$ cat src/rtl/lpm_pkg.sv
package lpm_pkg;
   typedef enum logic [1:0] {
      MODE_RUN   = 2'd0,
      MODE_IDLE  = 2'd1,
      MODE_PDOWN = 2'd2,
      MODE_WAKE  = 2'd3
   } lpm_mode_e;
endpackage

$ cat src/rtl/lpm_timebase.sv
module lpm_timebase #(
   parameter int STATES = 6,
   localparam int SW = $clog2(STATES)
) (
   input  logic          clk,
   input  logic          por_n,
   input  logic          run_i,
   output logic          phase_o,
   output logic [SW-1:0] state_o,
   output logic          cycle_end_o
);
   localparam logic [SW-1:0] LAST = SW'(STATES - 1);

   initial begin
      assert (STATES >= 2) else $error("STATES must be at least 2");
   end

   logic          phase_q;
   logic [SW-1:0] state_q;

   // divide-by-two phase flop, frozen when the oscillator is stopped
   always_ff @(posedge clk or negedge por_n) begin
      if (!por_n) begin
         phase_q <= 1'b0;
         state_q <= '0;
      end else if (run_i) begin
         phase_q <= ~phase_q;
         if (phase_q) state_q <= (state_q == LAST) ? '0 : state_q + 1'b1;
      end
   end

   assign phase_o     = phase_q;
   assign state_o     = state_q;
   assign cycle_end_o = run_i && phase_q && (state_q == LAST);
endmodule

$ cat src/rtl/lpm_rst_qual.sv
module lpm_rst_qual #(
   parameter int SYNC_STAGES = 1,
   parameter int HOLD_CYCLES = 2
) (
   input  logic clk,
   input  logic por_n,
   input  logic rst_pin,
   input  logic cycle_end_i,
   output logic rst_level_o,
   output logic core_rst_o
);
   localparam int CW = $clog2(HOLD_CYCLES + 1);
   localparam logic [CW-1:0] LIMIT = CW'(HOLD_CYCLES);

   initial begin
      assert (SYNC_STAGES >= 1) else $error("SYNC_STAGES must be at least 1");
      assert (HOLD_CYCLES >= 1) else $error("HOLD_CYCLES must be at least 1");
   end

   logic pin_s;

   generate
      if (SYNC_STAGES == 1) begin : g_sync1
         logic s_q;
         always_ff @(posedge clk or negedge por_n) begin
            if (!por_n) s_q <= 1'b0;
            else        s_q <= rst_pin;
         end
         assign pin_s = s_q;
      end else begin : g_syncn
         logic [SYNC_STAGES-1:0] s_q;
         always_ff @(posedge clk or negedge por_n) begin
            if (!por_n) s_q <= '0;
            else        s_q <= {s_q[SYNC_STAGES-2:0], rst_pin};
         end
         assign pin_s = s_q[SYNC_STAGES-1];
      end
   endgenerate

   logic [CW-1:0] cnt_q;
   logic          armed_q;
   logic          core_q;

   // armed: pin was high at the start of the current machine cycle
   always_ff @(posedge clk or negedge por_n) begin
      if (!por_n) begin
         cnt_q   <= '0;
         armed_q <= 1'b0;
         core_q  <= 1'b1;
      end else if (!pin_s) begin
         cnt_q   <= '0;
         armed_q <= 1'b0;
         core_q  <= 1'b0;
      end else if (cycle_end_i) begin
         armed_q <= 1'b1;
         if (armed_q && cnt_q != LIMIT) begin
            cnt_q <= cnt_q + 1'b1;
            if (cnt_q == LIMIT - 1'b1) core_q <= 1'b1;
         end
      end
   end

   assign rst_level_o = pin_s;
   assign core_rst_o  = core_q;
endmodule

$ cat src/rtl/lpm_mode_fsm.sv
module lpm_mode_fsm
   import lpm_pkg::*;
(
   input  logic      clk,
   input  logic      por_n,
   input  logic      core_rst_i,
   input  logic      rst_level_i,
   input  logic      idle_set_i,
   input  logic      pd_set_i,
   input  logic      irq_i,
   output lpm_mode_e mode_o,
   output logic      guard_o
);
   lpm_mode_e mode_q, mode_d;
   logic      guard_q, guard_d;

   always_comb begin
      mode_d  = mode_q;
      guard_d = guard_q && rst_level_i;
      if (core_rst_i) begin
         mode_d  = MODE_RUN;
         guard_d = 1'b0;
      end else begin
         unique case (mode_q)
            MODE_RUN: begin
               if (pd_set_i)        mode_d = MODE_PDOWN;
               else if (idle_set_i) mode_d = MODE_IDLE;
            end
            MODE_IDLE: begin
               if (rst_level_i) begin
                  mode_d  = MODE_RUN;
                  guard_d = 1'b1;
               end else if (irq_i) begin
                  mode_d = MODE_RUN;
               end
            end
            MODE_PDOWN: if (rst_level_i)  mode_d = MODE_WAKE;
            MODE_WAKE:  if (!rst_level_i) mode_d = MODE_PDOWN;
            default:    mode_d = MODE_RUN;
         endcase
      end
   end

   always_ff @(posedge clk or negedge por_n) begin
      if (!por_n) begin
         mode_q  <= MODE_RUN;
         guard_q <= 1'b0;
      end else begin
         mode_q  <= mode_d;
         guard_q <= guard_d;
      end
   end

   assign mode_o  = mode_q;
   assign guard_o = guard_q;
endmodule

$ cat src/rtl/lpm_rst_ctrl.sv
module lpm_rst_ctrl
   import lpm_pkg::*;
#(
   parameter int STATES      = 6,
   parameter int SYNC_STAGES = 1,
   parameter int HOLD_CYCLES = 2,
   localparam int SW = $clog2(STATES)
) (
   input  logic          osc_clk,
   input  logic          por_n,
   input  logic          rst_pin,
   input  logic          idle_set,
   input  logic          pd_set,
   input  logic          irq_pending,
   output logic          cpu_clk_en,
   output logic          per_clk_en,
   output logic          osc_run,
   output logic          core_rst,
   output logic          ram_wr_block,
   output logic          phase_o,
   output logic [SW-1:0] state_o
);
   lpm_mode_e mode;
   logic      cycle_end;
   logic      rst_level;

   assign osc_run = (mode != MODE_PDOWN);

   lpm_timebase #(.STATES(STATES)) tb_i (
      .clk(osc_clk), .por_n(por_n), .run_i(osc_run),
      .phase_o(phase_o), .state_o(state_o), .cycle_end_o(cycle_end)
   );

   lpm_rst_qual #(.SYNC_STAGES(SYNC_STAGES), .HOLD_CYCLES(HOLD_CYCLES)) rq_i (
      .clk(osc_clk), .por_n(por_n), .rst_pin(rst_pin),
      .cycle_end_i(cycle_end), .rst_level_o(rst_level), .core_rst_o(core_rst)
   );

   lpm_mode_fsm fsm_i (
      .clk(osc_clk), .por_n(por_n), .core_rst_i(core_rst),
      .rst_level_i(rst_level), .idle_set_i(idle_set), .pd_set_i(pd_set),
      .irq_i(irq_pending), .mode_o(mode), .guard_o(ram_wr_block)
   );

   assign cpu_clk_en = (mode == MODE_RUN) && phase_o;
   assign per_clk_en = ((mode == MODE_RUN) || (mode == MODE_IDLE)) && phase_o;
endmodule

$ cat config.mk
export PLATFORM = sky130hd
export DESIGN_NAME = lpm_rst_ctrl
export DESIGN_NICKNAME = d
export VERILOG_FILES = /design/src/rtl/lpm_pkg.sv /design/src/rtl/lpm_timebase.sv /design/src/rtl/lpm_rst_qual.sv /design/src/rtl/lpm_mode_fsm.sv /design/src/rtl/lpm_rst_ctrl.sv
export SDC_FILE = /design/constraint.sdc
export NUM_CORES = 1
export LEC_CHECK = 0
export BUFFER_PORTS_ARGS = -buffer_cell sky130_fd_sc_hd__buf_2
export CORE_MARGIN = 2
export CORE_UTILIZATION = 42
export DETAILED_ROUTE_END_ITERATION = 10
export PLACE_DENSITY = 0.7
export SYNTH_ARGS = -nofsm -noshare
export SYNTH_HDL_FRONTEND = slang
export SYNTH_SLANG_ARGS = --single-unit
$ cat constraint.sdc
create_clock -name osc_clk -period 1.8 [get_ports osc_clk]
set_input_delay 0.36 -clock osc_clk [delete_from_list [all_inputs] [get_ports osc_clk]]
set_output_delay 0.36 -clock osc_clk [all_outputs]
set_load 0.05 [all_outputs]
# After elaboration in Yosys (flattened, before gate mapping)
# Cells that the tools add are included.
# totals
ff_bits,12
inputBits,6
word_cells,58
# op_classes
add_sub_neg,2
n_eq_ne,14
n_mux,21
n_bitwise,1
reduce_logical,12
# op_table
cell,count
$mux 2,10
$ne 2x2->1 const B,5
$mux 1,9
$pmux 2 s4,1
$logic_and 1x1->1,6
$ne 3x3->1 const B,2
$eq 2x1->1 const B,2
$eq 2x2->1 const B,2
$ne 4x2->1 const B,1
$ne 4x3->1 const B,1
$reduce_and 2->1,2
$reduce_and 4->1,1
$add 3x1->3 const B,1
$eq 3x3->1 const B,1
$mux 3,1
$reduce_and 3->1,1
$add 2x1->2 const B,1
$logic_not 2->1,1
$logic_or 1x1->1,1
$not 1->1,1

# Logic depth before layout (Yosys ltp)
# Gate-level depths: netlist (run 1).
# logic_depth
depth_word,5
depth_mapped,5
mapped_depth_nobuf,5

# By module
# From an unflattened synthesis (run 1), not the netlist that was laid out.
# hier_totals
cells_unflattened,47
area_unflattened_um2,573.0
# modules_own_cells
module,instances,cells_per_inst,area_per_inst_um2,seq_area_each_um2
lpm_rst_qual,1,18,229.0,126.4
lpm_timebase,1,13,171.4,100.1
lpm_mode_fsm,1,13,147.6,75.1
lpm_rst_ctrl,1,3,25.0,0.0

# Worst setup path before layout (run 1)
# No wires, ideal clock.
# synth_timing
path_kind,reg-to-output
from,"register tb_i.phase_q, in the netlist tb_i.phase_o"
to,output cpu_clk_en
t_arrival_ps,1662
required_time_ps,1440
slack_ps,-222
path_stages_with_launch,3
cell_sequence,dfrtp_1 > and2b_1 > and2b_1
# synth_via
elab_chain_cells,1
# synth_rtl
element,line,source
"start, declared",lpm_timebase.sv:18,logic phase_q;
"start signal, assigned",lpm_timebase.sv:27,phase_q <= ~phase_q;
$logic_and 1x1->1,lpm_rst_ctrl.sv:45,assign cpu_clk_en = (mode == MODE_RUN) && phase_o;
"end, declared",lpm_rst_ctrl.sv:15,"output logic cpu_clk_en,"
# Every way passes these cells.

# Worst setup path in the final report (run 1)
# layout_timing
from,"register fsm_i.mode_q[1], in the netlist fsm_i.mode_o[1]"
to,output cpu_clk_en
# layout_via
elab_chain_cells,2
# layout_rtl
element,line,source
"start, declared",lpm_mode_fsm.sv:14,"lpm_mode_e mode_q, mode_d;"
"start signal, assigned",lpm_mode_fsm.sv:49,mode_q <= mode_d;
$logic_not 2->1,lpm_rst_ctrl.sv:45,
$logic_and 1x1->1,lpm_rst_ctrl.sv:45,
# Every way passes these cells.

==> results.cfg, run 1 <==
[power_and_ir_drop]
peakVddDrop_v = 0.000475
cellLeakagePower_nw = 0.350
power_density_nw_per_um2 = 1310
total_power_mw = 0.947

[critical_path]
crit_fanout = 4
start_kind = register
critPathRequiredTime_ps = 1440
end_kind = primary output
crit_type = reg -> out
timing.rr.end = rq_i.cnt_q[1]$_DFFE_PN0P_
r2r-start = rq_i.cnt_q[0]$_DFFE_PN0P_
arrival_ps = 1300
reg2reg_depth = 5
rrSetupSlack_ps = 350

[synth]
synth.top_cells.by_count = dfrtp_1 (11), nand2_1 (5)
syn_inst = 52
synthFlopType = dfrtp_1
synth_cell_types = 25
syn_nets = 60
async_flop_share = 1.00
synth_area_um2 = 599
syn_avg_cell_area_um2 = 11.5
ys_ff_latch = 12
synth_top_area_share = 0.459
yosysMostFrequentCell = dfrtp_1
ys_seq_area_frac = 0.503
yosysTopAreaCell = dfrtp_1
synth-edff-count = 0
synth.area.top_cells = dfrtp_1 (46%), mux2_4 (5.0%), dfstp_2 (4.4%), ha_1 (4.2%), nor3b_1 (3.8%)
yosys_warnings = 0

[clock_tree]
htree_levels = 1
cts_root_buffer = clkbuf_4
clockBufferDepth = 2
cts.repair.resized = 0
cts_tree = built
cts-buffers-inserted = 3
cts.sinks = 12
clk_pin_slew_ps = 80
clk_latency_ps = 270
post_cts_buffers = 0

[global_routing]
antenna_found_initial = 0
first_global_vias = 419
track_usage = 0.134
grt_overflow = 0
grt_pass1_wl_um = 1780
grt_max_degree = 13

[placement]
dp_cells = 79
gp_congestion = 0.702
io_buffers = 14
hpwl_um = 704

[cells_and_area]
finalNetCount = 78
diodes = 0
drive_above_1_share = 0.362
syn2layout_area_growth_pct = 20.5
fin_cells = 84

[drt]
drc_errors = 0
firstDrtPassIters = 4
wl_per_cell_um = 11.3
ant_nets = 0
num_vias = 422
first_iter_violations = 10
routed_wl_um = 949
vias_per_cell = 5.02

[status]
status = finished, final reports clean

[sta]
relSlewSlack = 0.823
finalSetupViolations = 0
final.setup.tns_ps = 0
timing.hold.ws_ps = 192
final-max-slew-violation-count = 0
rsz0062_at_grt = no
period_needed_ps = 1660
finClkSkew_ps = 3.64
worst_slew_pin_slew_ps = 265
max_freq_ghz = 0.602
hold_viol_final = 0
min_period_over_period = 0.923

[floorplan]
die_height_um = 41.8
fp.dieW_um = 41.8
io_pins = 15
rows = 13
core_um2 = 1320
die_area_um2 = 1750
start_util = 0.455

[worst_hold_path]
hp-start = rst_pin
hold_path_class = in -> reg
whs_path_depth = 1
hold_end = rq_i.rst_level_o$_DFF_PN0_

[run]
drv_cap = 0
## registers in the layout, summed over array words and instances, names as in the netlist
signal and count:
rq_i.rst_level_o 1, fsm_i.guard_o 1, tb_i.state_o 3, tb_i.phase_o 1
rq_i.core_rst_o 1, fsm_i.mode_o 2, rq_i.armed_q 1, rq_i.cnt_q 2
## worst max path at each step
stage                                           start                         to  depth (start not counted)
after floorplan              tb_i.phase_o$_DFFE_PN0N_                 cpu_clk_en                          2
after global placement      rq_i.cnt_q[0]$_DFFE_PN0P_  rq_i.cnt_q[1]$_DFFE_PN0P_                          5
after global routing      fsm_i.mode_o[1]$_DFFE_PN0P_                 cpu_clk_en                          3
after CTS                 fsm_i.mode_o[1]$_DFFE_PN0P_                 cpu_clk_en                          3
final                     fsm_i.mode_o[1]$_DFFE_PN0P_                 cpu_clk_en                          3
after detailed placement    rq_i.cnt_q[0]$_DFFE_PN0P_  rq_i.cnt_q[1]$_DFFE_PN0P_                          5
## critical path: stages, from the launching register on
cell and delay (ps):
dfrtp_1 440, and2b_2 240, and2b_1 110, buf_2 250
## logic make-up after synthesis
logic type / Yosys count / synth area share
xor+xnor: 2 / 0.0292
fa+ha+maj: 2 / 0.0417
flops: 12 / 0.503
simple gates: 21 / 0.236
mux: 4 / 0.0835
buf+inv: 5 / 0.0438
compound gates: 6 / 0.0626
## power by group
part | switching (mW) | internal (mW)
sequential | 0.0739 | 0.322
clock | 0.0877 | 0.123
combinational | 0.218 | 0.123
total | 0.380 | 0.567
## cells in the final DEF (no fill, tap or decap), drive strengths merged
cell type | synthesis | final
nand2 | 5 | 5
o21ai | 1 | 1
nand2b | 3 | 3
dlygate4sd3 | 0 | 1
mux2 | 2 | 2
ha | 2 | 2
nor2b | 3 | 3
a41oi | 1 | 1
and4 | 1 | 1
a21oi | 3 | 3
inv | 3 | 3
a22o | 1 | 1
nor3b | 3 | 3
buf | 1 | 14
mux2i | 2 | 2
xor2 | 1 | 1
nor4bb | 1 | 1
and3 | 1 | 1
and2 | 1 | 1
xnor2 | 1 | 1
nor2 | 1 | 1
dfrtp | 11 | 11
dfstp | 1 | 1
and2b | 2 | 2
clkbuf | 1 | 4
## layout make-up
| cell class | instances | area [um^2] |
|---|---|---|
| inverter | 3 | 11.3 |
| timing repair buffer | 15 | 80.1 |
| clock buffer | 4 | 36.3 |
| sequential | 12 | 303 |
| fill | 120 | 596 |
| multi-input combinational | 35 | 273 |
| tap | 15 | 18.8 |
## what timing repair did
action                                  in CTS  in global routing
endpoints found under the setup margin       0                  0
hold buffers                                 1                  0
endpoints found under the hold margin       11                  0
## through the flow
stage	worst slack, ps	util	instance area (um^2)
final	139	0.548	722
after global routing	62.4	0.548	722
after CTS	122	0.548	722
after detailed placement	349	0.513	676
after global placement	428	0.513	676
after floorplan	81.4	-	602
## layer usage
metal  GRT usage  routed length [um]
met4      0.0774                  10
met1       0.184                 462
met5           0                   0
met2       0.194                 440
met3      0.0261                  36
No activity file was read; power rests on OpenSTA's default activity.
==> run 2: changes to the inputs <==
Settings changed: SETUP_SLACK_MARGIN set to 0.2.
==> run 2 against run 1 <==
Sequential power is 5% lower. Setup slack better by 120 ps. Utilization is 0.76 points higher. Routed wire length is 1.2% higher. Cell area is 1.4% higher. Non-clock buffer count is 2 higher. Fmax is 7.7% higher. Worst hold slack better by 4.8 ps. Via count stayed put. Die area stayed put. Clock power is 21% lower. Combinational power is 11% higher.
==> results.cfg, run 2 (synthesized netlist as in run 1, its figures left out) <==
[placement]
placed_cell_area_um2 = 678
post-place-ws_ps = 341
hpwl_um = 707
gp_congestion = 0.649
io_buffers = 14

[cells_and_area]
largest_reg_flops = 3
layout_common_cells = buf_2 (13), dfrtp_1 (10), nand2_1 (5)
finalCoreUtilization = 0.556
final_common_cell = buf_2
diodes = 0
finalNetCount = 80
nFillCells = 120
syn2layout_area_growth_pct = 22.1
drive_above_1_share = 0.380
multiInputGateArea_um2 = 275
seqCellArea_um2 = 303
final_cell_area_um2 = 732

[floorplan]
fp.dieW_um = 41.8
io_pins = 15
die_area_um2 = 1750
die_height_um = 41.8
core_um2 = 1320
start_util = 0.455
rows = 13

[sta]
max_freq_ghz = 0.648
relSlewSlack = 0.816
period_needed_ps = 1540
hold_viol_final = 0
worst_slack_ps = 258
final-max-slew-violation-count = 0
finClkSkew_ps = 0.137
final.setup.tns_ps = 0
min_period_over_period = 0.857
finalSetupViolations = 0
rsz0062_at_grt = no
worst_slew_pin_slew_ps = 276

[clock_tree]
clk_latency_ps = 260
cts-buffers-inserted = 3
cts_root_buffer = clkbuf_4
htree_levels = 1
clk_pin_slew_ps = 70
cts_tree = built
cts.sinks = 12
clockBufferDepth = 2

[global_routing]
grtUsageMet2 = 0.197
grt_overflow = 0
grt_max_degree = 13
antenna_found_initial = 0
met3_usage = 0.0783
busiest_layer = met2
track_usage = 0.125
grt_pass1_wl_um = 1590
first_global_vias = 380
met1_usage = 0.138

[run]
drv_cap = 0

[critical_path]
crit_fanout = 2
path_depth = 3
slowest_stage = dfrtp_2
crit_family = flip-flops
crit_type = reg -> out
cp_slowest_stage_delay_ps = 400
arrival_ps = 1180
worstPathCellList = and2b_4 > and2b_2 > buf_4
reg2reg_depth = 5
critPathRequiredTime_ps = 1440
end_kind = primary output
start_kind = register
cp.buffers_inverters = 1

[drt]
ant_nets = 0
num_vias = 422
routed_wl_um = 960
wl_per_cell_um = 11.2
first_iter_violations = 4
vias_per_cell = 4.91
drc_errors = 0
firstDrtPassIters = 4

[power_and_ir_drop]
power_density_nw_per_um2 = 1260
total_power_mw = 0.922
cellLeakagePower_nw = 0.351
peakVddDrop_v = 0.000561

[worst_hold_path]
whs_path_depth = 1
hold_path_class = in -> reg

[status]
status = finished, final reports clean
## run 2: changes by cell type in the layout (fill, tap and decap cells not counted)
cell,change
buf_4,+3
and2b_1,-1
clkbuf_8,-1
clkbuf_1,+1
buf_2,-1
and2b_4,+1
## run 2: final timing paths
path / from / end / slack [ps]
min: rst_pin / rq_i.rst_level_o$_DFF_PN0_ / 200
min reg2reg: rq_i.armed_q$_DFFE_PN0P_ / rq_i.armed_q$_DFFE_PN0P_ / 530
max in group asynchronous: por_n / rq_i.core_rst_o$_DFFE_PN1P_ / 1040
min in group asynchronous: por_n / tb_i.state_o[1]$_DFFE_PN0P_ / 490
max reg2reg: rq_i.cnt_q[0]$_DFFE_PN0P_ / rq_i.cnt_q[0]$_DFFE_PN0P_ / 330
max: tb_i.phase_o$_DFFE_PN0N_ / cpu_clk_en / 260
## run 2: metal layers
| metal | part of all wire | up-vias |
|---|---|---|
| met5 | 0 | - |
| met2 | 0.46 | 9 |
| met1 | 0.47 | 199 |
| met3 | 0.065 | 2 |
| met4 | 0.0052 | 0 |
| li1 | - | 212 |
## run 2: worst reg2reg max path, stage by stage, from the launching register on
cell      delay, ps
dfrtp_1         370
inv_1            70
ha_1            200
nor4bb_1        240
and4_1          300
mux2i_1         210
## run 2: repair_timing
action,CTS,global route
gates resized for setup,1,0
endpoints found under the setup margin,1,0
buffers inserted,2,0
hold buffers,1,0
endpoints found under the hold margin,11,0
## run 2: layout make-up
type                       instances  share of cell area
timing repair buffer              17               0.133
clock buffer                       4              0.0359
tap                               15              0.0256
inverter                           3              0.0154
multi-input combinational         35               0.376
sequential                        12               0.414
## run 2: metrics by stage
step	hold WS [ps]	cells
detailed placement	253	79
finish	197	86
global route	173	86
floorplan	64.4	52
global placement	251	79
CTS	186	86
## run 2: where the power goes
part | leakage (nW) | switching, mW | internal, mW
combinational | 0.190 | 0.240 | 0.138
clock | 0.0150 | 0.0807 | 0.0858
sequential | 0.145 | 0.0566 | 0.321
total | 0.351 | 0.377 | 0.545
==> run 3: changes to the inputs <==
Settings changed: PLACE_DENSITY 0.7 to not set, PLACE_DENSITY_LB_ADDON set to 0.08.
==> run 3 against run 2 <==
Worst hold slack gained 2.4 ps. First-iteration DRC count grew 100%. Global-route usage grew 0.64 points. Largest power group unchanged. Sequential share of layout area shrank 0.97 points. Critical path type is now reg -> reg.
==> results.cfg, run 3 (synthesized netlist as in run 1, its figures left out) <==
[global_routing]
grt_overflow = 0
antenna_found_initial = 0
grt_pass1_wl_um = 1700
track_usage = 0.131
grt_max_degree = 13
first_global_vias = 406

[critical_path]
start_kind = register
worstPathCellList = inv_2 > ha_2 > nor4bb_1 > and4_2 > mux2i_1
critPathRequiredTime_ps = 1980
slowest_stage = dfrtp_1
crit_type = reg -> reg
arrival_ps = 1730
crit_fanout = 3
cp_slowest_stage_delay_ps = 390
end_kind = register

[clock_tree]
clockBufferDepth = 2
htree_levels = 1
cts.sinks = 12
cts-buffers-inserted = 3
cts_root_buffer = clkbuf_4
cts_tree = built
clk_pin_slew_ps = 70
clk_latency_ps = 270

[sta]
finClkSkew_ps = 4.32
min_period_over_period = 0.857
final-max-slew-violation-count = 0
finalSetupViolations = 0
hold_viol_final = 0
rsz0062_at_grt = yes
timing.hold.ws_ps = 200
final.setup.tns_ps = 0
period_needed_ps = 1540
relSlewSlack = 0.808
worst_slew_pin_slew_ps = 284
max_freq_ghz = 0.648

[power_and_ir_drop]
power_density_nw_per_um2 = 1290
power_frac_clock = 0.214
peakVddDrop_v = 0.000592
p_int_mw = 0.581
p_sw_frac = 0.397
power_frac_seq = 0.396
comb_power_share = 0.390
p_sw_mw = 0.382
cellLeakagePower_nw = 0.357

[cells_and_area]
drive_above_1_share = 0.437
largest_reg_flops = 3
diodes = 0
fin_cells = 86
syn2layout_area_growth_pct = 25.1
nFillCells = 111
layout_common_cells = buf_2 (13), dfrtp_1 (10), nand2_1 (5)
finalNetCount = 80
final_common_cell = buf_2

[status]
status = finished, final reports clean

[drt]
wl_per_cell_um = 12.3
ant_nets = 0
first_iter_violations = 8
routed_wl_um = 1060
drc_errors = 0
num_vias = 431
vias_per_cell = 5.01
firstDrtPassIters = 6

[floorplan]
fp.dieW_um = 41.8
die_area_um2 = 1750
rows = 13
start_util = 0.455
io_pins = 15
core_um2 = 1320
die_height_um = 41.8

[placement]
hpwl_um = 733
dp_cells = 79
io_buffers = 14
gp_congestion = 0.627

[run]
drv_cap = 0

[worst_hold_path]
hold_path_class = in -> reg
## run 3: cell type report
type                    instances  area [um^2]  area share
repair buffers                 17          101       0.135
well taps                      15         18.8      0.0250
clock buffers                   4         36.3      0.0484
inverters                       3         11.3      0.0150
flip-flops and latches         12          303       0.404
multi-input cells              35          279       0.372
## run 3: final timing paths
check / from / cells past startpoint / slack [ps] / to
max: rq_i.cnt_q[0]$_DFFE_PN0P_ / 5 / 260 / rq_i.cnt_q[0]$_DFFE_PN0P_
min: rst_pin / 1 / 200 / rq_i.rst_level_o$_DFF_PN0_
max reg2reg: rq_i.cnt_q[0]$_DFFE_PN0P_ / 5 / 260 / rq_i.cnt_q[0]$_DFFE_PN0P_
min reg2reg: rq_i.core_rst_o$_DFFE_PN1P_ / 1 / 540 / fsm_i.mode_o[1]$_DFFE_PN0P_
max in group asynchronous: por_n / 2 / 1040 / rq_i.core_rst_o$_DFFE_PN1P_
min in group asynchronous: por_n / 2 / 490 / tb_i.state_o[2]$_DFFE_PN0P_
## run 3: metal layers
layer  GRT usage  share of wire  vias to the layer above
met2       0.213           0.52                       15
met4      0.0194              0                        0
met1       0.152           0.42                      203
li1            -              -                      213
met5           0              0                        -
met3      0.0783          0.056                        0
## run 3: timing repair
action	4_1_cts	5_1_grt
hold buffers	1	0
buffers inserted	2	0
cloned	0	0
gates resized for setup	1	4
hold endpoints to repair	11	0
setup endpoints to repair	2	3
pin swaps	0	2
## run 3: stage by stage
step	utilization	setup WS (ps)	total power, mW	instance area [um^2]
CTS	0.563	211	0.976	742
detailed placement	0.515	326	0.744	678
floorplan	-	252	0.664	604
finish	0.569	257	0.963	749
global route	0.569	92.3	1.02	749
global placement	0.515	390	0.741	678
## run 3: critical path, delay by kind of cell (launching register included)
| family | cells | cell delay, ps |
|---|---|---|
| flops | 1 | 390 |
| simple gates | 2 | 640 |
| fa+ha+maj | 1 | 170 |
| buf+inv | 1 | 50 |
| mux | 1 | 200 |
## run 3: power by group through the flow
stage / registers, mW / clock network (mW) / logic [mW]
after floorplan: 0.540 / 0 / 0.124
after global placement: 0.403 / 0 / 0.338
after detailed placement: 0.404 / 0 / 0.340
after CTS: 0.381 / 0.219 / 0.377
after global routing: 0.392 / 0.231 / 0.398
final: 0.381 / 0.206 / 0.376
